`src/rtl/repair_pkg.sv`:
```
package repair_pkg;
  typedef enum logic [1:0] {
    SEL_NONE = 2'b00,
    SEL_COL  = 2'b01,
    SEL_BOT  = 2'b10,
    SEL_TOP  = 2'b11
  } spare_sel_t;
endpackage

```
`src/rtl/addr_split.sv`:
```
module addr_split #(
  parameter int unsigned ADDR_W   = 14,
  parameter int unsigned COL_W    = 4,
  parameter int unsigned WORDS    = 8224,
  parameter int unsigned BOT_ROWS = 512,
  localparam int unsigned ROW_W   = ADDR_W - COL_W
) (
  input  logic [ADDR_W-1:0] addr,
  output logic [COL_W-1:0]  col,
  output logic [ROW_W-1:0]  row,
  output logic              in_range,
  output logic              in_bot,
  output logic              in_top
);
  localparam logic [ADDR_W-1:0] WORD_LIM = ADDR_W'(WORDS);
  localparam logic [ROW_W-1:0]  BOT_LIM  = ROW_W'(BOT_ROWS);

  always_comb begin
    col      = addr[COL_W-1:0];
    row      = addr[ADDR_W-1:COL_W];
    in_range = (addr < WORD_LIM);
    in_bot   = in_range && (row < BOT_LIM);
    in_top   = in_range && (row >= BOT_LIM);
  end
endmodule

```
`src/rtl/fuse_cmp.sv`:
```
module fuse_cmp #(
  parameter int unsigned W = 4
) (
  input  logic         en,
  input  logic         gate,
  input  logic [W-1:0] fuse,
  input  logic [W-1:0] key,
  output logic         hit
);
  always_comb hit = en && gate && (fuse == key);
endmodule

```
`src/rtl/half_arbiter.sv`:
```
module half_arbiter
  import repair_pkg::*;
(
  input  logic       col_m,
  input  logic       bot_m,
  input  logic       top_m,
  output spare_sel_t sel
);
  always_comb begin
    if (top_m)      sel = SEL_TOP;
    else if (bot_m) sel = SEL_BOT;
    else if (col_m) sel = SEL_COL;
    else            sel = SEL_NONE;
  end
endmodule

```
`src/rtl/repair_matcher.sv`:
```
module repair_matcher
  import repair_pkg::*;
#(
  parameter int unsigned ADDR_W   = 14,
  parameter int unsigned COL_W    = 4,
  parameter int unsigned WORDS    = 8224,
  parameter int unsigned BOT_ROWS = 512,
  parameter int unsigned TOP_FW   = 1,
  parameter int unsigned NHALF    = 2,
  localparam int unsigned ROW_W   = ADDR_W - COL_W,
  localparam int unsigned BOT_FW  = $clog2(BOT_ROWS)
) (
  input  logic [ADDR_W-1:0]             addr,
  input  logic [NHALF-1:0]              col_en,
  input  logic [NHALF-1:0][COL_W-1:0]   col_fuse,
  input  logic [NHALF-1:0]              bot_en,
  input  logic [NHALF-1:0][BOT_FW-1:0]  bot_fuse,
  input  logic [NHALF-1:0]              top_en,
  input  logic [NHALF-1:0][TOP_FW-1:0]  top_fuse,
  output logic [NHALF-1:0]              row_hit,
  output logic [NHALF-1:0]              col_hit,
  output logic [NHALF-1:0][1:0]         sel
);
  logic [COL_W-1:0] col;
  logic [ROW_W-1:0] row;
  logic             in_range, in_bot, in_top;

  addr_split #(
    .ADDR_W(ADDR_W), .COL_W(COL_W), .WORDS(WORDS), .BOT_ROWS(BOT_ROWS)
  ) u_split (
    .addr(addr), .col(col), .row(row),
    .in_range(in_range), .in_bot(in_bot), .in_top(in_top)
  );

  logic [NHALF-1:0] col_m, bot_m, top_m;
  spare_sel_t       arb_sel [NHALF];

  for (genvar h = 0; h < NHALF; h++) begin : g_half
    fuse_cmp #(.W(COL_W)) u_col (
      .en(col_en[h]), .gate(in_range), .fuse(col_fuse[h]),
      .key(col), .hit(col_m[h])
    );
    fuse_cmp #(.W(BOT_FW)) u_bot (
      .en(bot_en[h]), .gate(in_bot), .fuse(bot_fuse[h]),
      .key(row[BOT_FW-1:0]), .hit(bot_m[h])
    );
    fuse_cmp #(.W(TOP_FW)) u_top (
      .en(top_en[h]), .gate(in_top), .fuse(top_fuse[h]),
      .key(row[TOP_FW-1:0]), .hit(top_m[h])
    );
    half_arbiter u_arb (
      .col_m(col_m[h]), .bot_m(bot_m[h]), .top_m(top_m[h]),
      .sel(arb_sel[h])
    );

    always_comb begin
      sel[h]     = arb_sel[h];
      row_hit[h] = bot_m[h] | top_m[h];
      col_hit[h] = (arb_sel[h] == SEL_COL);
    end

    always_comb begin
      if (row_hit[h]) AST_ROW_BEATS_COL: assert (!col_hit[h]) else $error("row and column both selected");
      if (!in_range) AST_OUT_OF_RANGE_QUIET: assert (arb_sel[h] == SEL_NONE) else $error("hit beyond last word");
      if (arb_sel[h] == SEL_BOT) AST_BOT_BANK_ONLY: assert (in_bot) else $error("bottom spare outside its bank");
      if (arb_sel[h] == SEL_TOP) AST_TOP_BANK_ONLY: assert (in_top) else $error("top spare outside its bank");
      if (!col_en[h]) AST_COL_OFF_QUIET: assert (arb_sel[h] != SEL_COL) else $error("disabled column spare hit");
      if (!bot_en[h]) AST_BOT_OFF_QUIET: assert (arb_sel[h] != SEL_BOT) else $error("disabled bottom spare hit");
      if (!top_en[h]) AST_TOP_OFF_QUIET: assert (arb_sel[h] != SEL_TOP) else $error("disabled top spare hit");
      AST_SEL_ROW_FLAG: assert (row_hit[h] == arb_sel[h][1]) else $error("row flag disagrees with code");
    end
  end
endmodule

```
`config.mk`:
```
export PLATFORM = sky130hd
export DESIGN_NAME = repair_matcher
export DESIGN_NICKNAME = d
export VERILOG_FILES = /design/src/rtl/repair_pkg.sv /design/src/rtl/addr_split.sv /design/src/rtl/fuse_cmp.sv /design/src/rtl/half_arbiter.sv /design/src/rtl/repair_matcher.sv
export SDC_FILE = /design/constraint.sdc
export NUM_CORES = 1
export LEC_CHECK = 0
export BUFFER_PORTS_ARGS = -buffer_cell sky130_fd_sc_hd__buf_4
export CAP_MARGIN = 0
export CORE_MARGIN = 1
export CORE_UTILIZATION = 30
export DETAILED_ROUTE_END_ITERATION = 10
export PLACE_DENSITY_LB_ADDON = 0.3
export SLEW_MARGIN = 10
export SYNTH_ARGS = -nofsm -noshare
export SYNTH_HDL_FRONTEND = slang
export SYNTH_SLANG_ARGS = --single-unit
```
`constraint.sdc`:
```
create_clock -name vclk -period 1.65
set_input_delay 0.33 -clock vclk [all_inputs]
set_output_delay 0.33 -clock vclk [all_outputs]
set_load 0.01 [all_outputs]
```
==> flow_metrics.tcl <==
set metrics [dict create \
    dpl.hpwl_um 1330 \
    fin_crit_ns 1.98 \
    critical_path_arrival_ns 1.65 \
    grt_use_total_pct 23.3 \
    power.density_nw_per_um2 226 \
    fmax_ghz 0.506 \
    yosys_warnings 0 \
    antenna_cells 0 \
    endpoint_kind "output port" \
    fp-row-count 13 \
    final_common_cell "buf_4" \
    peakVddDrop_mv 0.167 \
    p_leak_nw 0.518 \
    cp-start-kind "input pin" \
    netlist_instances 54 \
    ff_latch_area_um2 0 \
    multi_input_area_um2 493 \
    layout_common_cells "buf_4 (58), xnor2_1 (15), buf_6 (12)" \
    avgRoutedWirePerCell_um 13.4 \
    crit_path_max_fanout 2 \
    synth_area_per_cell_um2 7.92 \
    synth_area_um2 428 \
    first_pass_iters 1 \
    seq_area_frac_synth_pct 0 \
    maxSlewViolCount 0 \
    status "complete, but fails checks" \
    setup_violations 8 \
    relSlewSlack_pct 84.4 \
    drc 0 \
    fin_util_pct 82.1 \
    rsz0062_at_grt "yes" \
    drive_above_1_share_pct 68.0 \
    place_congestion 0.756 \
    die_x_um 39.8 \
    portBuffers 56 \
    area_growth_pct 153 \
    nFlopsAndLatches 0 \
    fin_crit_sh_pct 120 \
    routed_wirelength_um 1830 \
    tightest_slew_ns 0.232 \
    required_ns 1.32 \
    grt-ovfl-total 0 \
    syn_nets 102 \
    hp-class "input pin to output port" \
    antenna_left 0 \
    io_pins 56 \
    cap_violations 0 \
    crit_type "input pin to output port" \
    nets 172 \
    synth.distinct_cells 17 \
    dr.first_iter.drc_count 0 \
    finalWorstSetupSlack_ns -0.328 \
    nClkBuffers 0 \
    grt_pass1_wl_um 2480 \
    antenna_found_initial 0 \
    fp.dieH_um 39.8 \
    finalPower_mw 0.244 \
    grt_max_degree 7 \
    initial_core_util_pct 32.5 \
    fp.dieArea_um2 1580 \
    violations "setup timing" \
    core_um2 1320 \
    hold_viol 0 \
    fillCellCount 88 \
    vias_per_cell 4.82 \
    grt_pass1_vias 634 \
    vias 660 \
]
## final cells by class
| cell class | instances | area share [%] |
|---|---|---|
| Timing Repair Buffer | 70 | 52.7 |
| Multi-Input combinational cell | 52 | 45.5 |
| Tap cell | 15 | 1.73 |
## power breakdown
| group | switching, mW | total [mW] | internal, mW |
|---|---|---|---|
| Clock | 0 | 0 | 0 |
| Sequential | 0 | 0 | 0 |
| Combinational | 0.0845 | 0.244 | 0.160 |
| Total | 0.0845 | 0.244 | 0.160 |
## cells in the mapped netlist
cell / n / area [um^2]
xnor2_1: 21 / 184
nand4_1: 8 / 50.1
xor2_1: 7 / 61.3
nor3_1: 3 / 15.0
buf_4: 2 / 15.0
or4_4: 2 / 22.5
a41o_1: 1 / 10.0
nand2b_1: 1 / 6.26
nand3b_1: 1 / 7.51
nor2_1: 1 / 3.75
nor3b_1: 1 / 7.51
nor3b_2: 1 / 12.5
nor4_1: 1 / 6.26
o21ai_0: 1 / 5.00
o21ai_1: 1 / 5.00
o21ai_2: 1 / 8.76
or2b_1: 1 / 7.51
## path summary, 6_finish.rpt
check                 startpoint          to  depth (start not counted)
worst max-delay path     addr[7]  col_hit[0]                          6
worst min-delay path   top_en[1]      sel[2]                          4
## per-layer routing
metal	track usage (%)	share of wire [%]
met1	17.4	32
met2	55.7	61
met3	2.84	5.0
met4	5.17	1.8
met5	0	0
## critical path, stage by stage
cell and delay [ns]:
buf_6 0.09, or4_4 0.57, o21ai_4 0.17, nand4_1 0.16, nor3b_2 0.19, buf_4 0.14
## cell families after synthesis
kind of cell / synth area share [%]
compound gates: 6.72
simple gates: 32.5
xor+xnor: 57.3
buf+inv: 3.51
## stage by stage
step	hold slack, ns	cells	setup TNS [ns]	setup WS, ns	cell area (um^2)
CTS	1.06	137	-2.03	-0.351	1050
detailed placement	1.05	134	-2.20	-0.358	951
global route	1.08	137	-2.54	-0.383	1080
finish	1.06	137	-2.05	-0.328	1080
global placement	1.04	134	-2.02	-0.323	951
floorplan	0.801	54	-0.489	-0.131	452
## repair_timing
action,in CTS,in global routing
buffers inserted,3,0
setup endpoints to repair,8,8
hold buffers,0,0
endpoints found under the hold margin,0,0
pin swaps,14,4
gates resized for setup,16,4
Power figures use the tool's default switching activity.
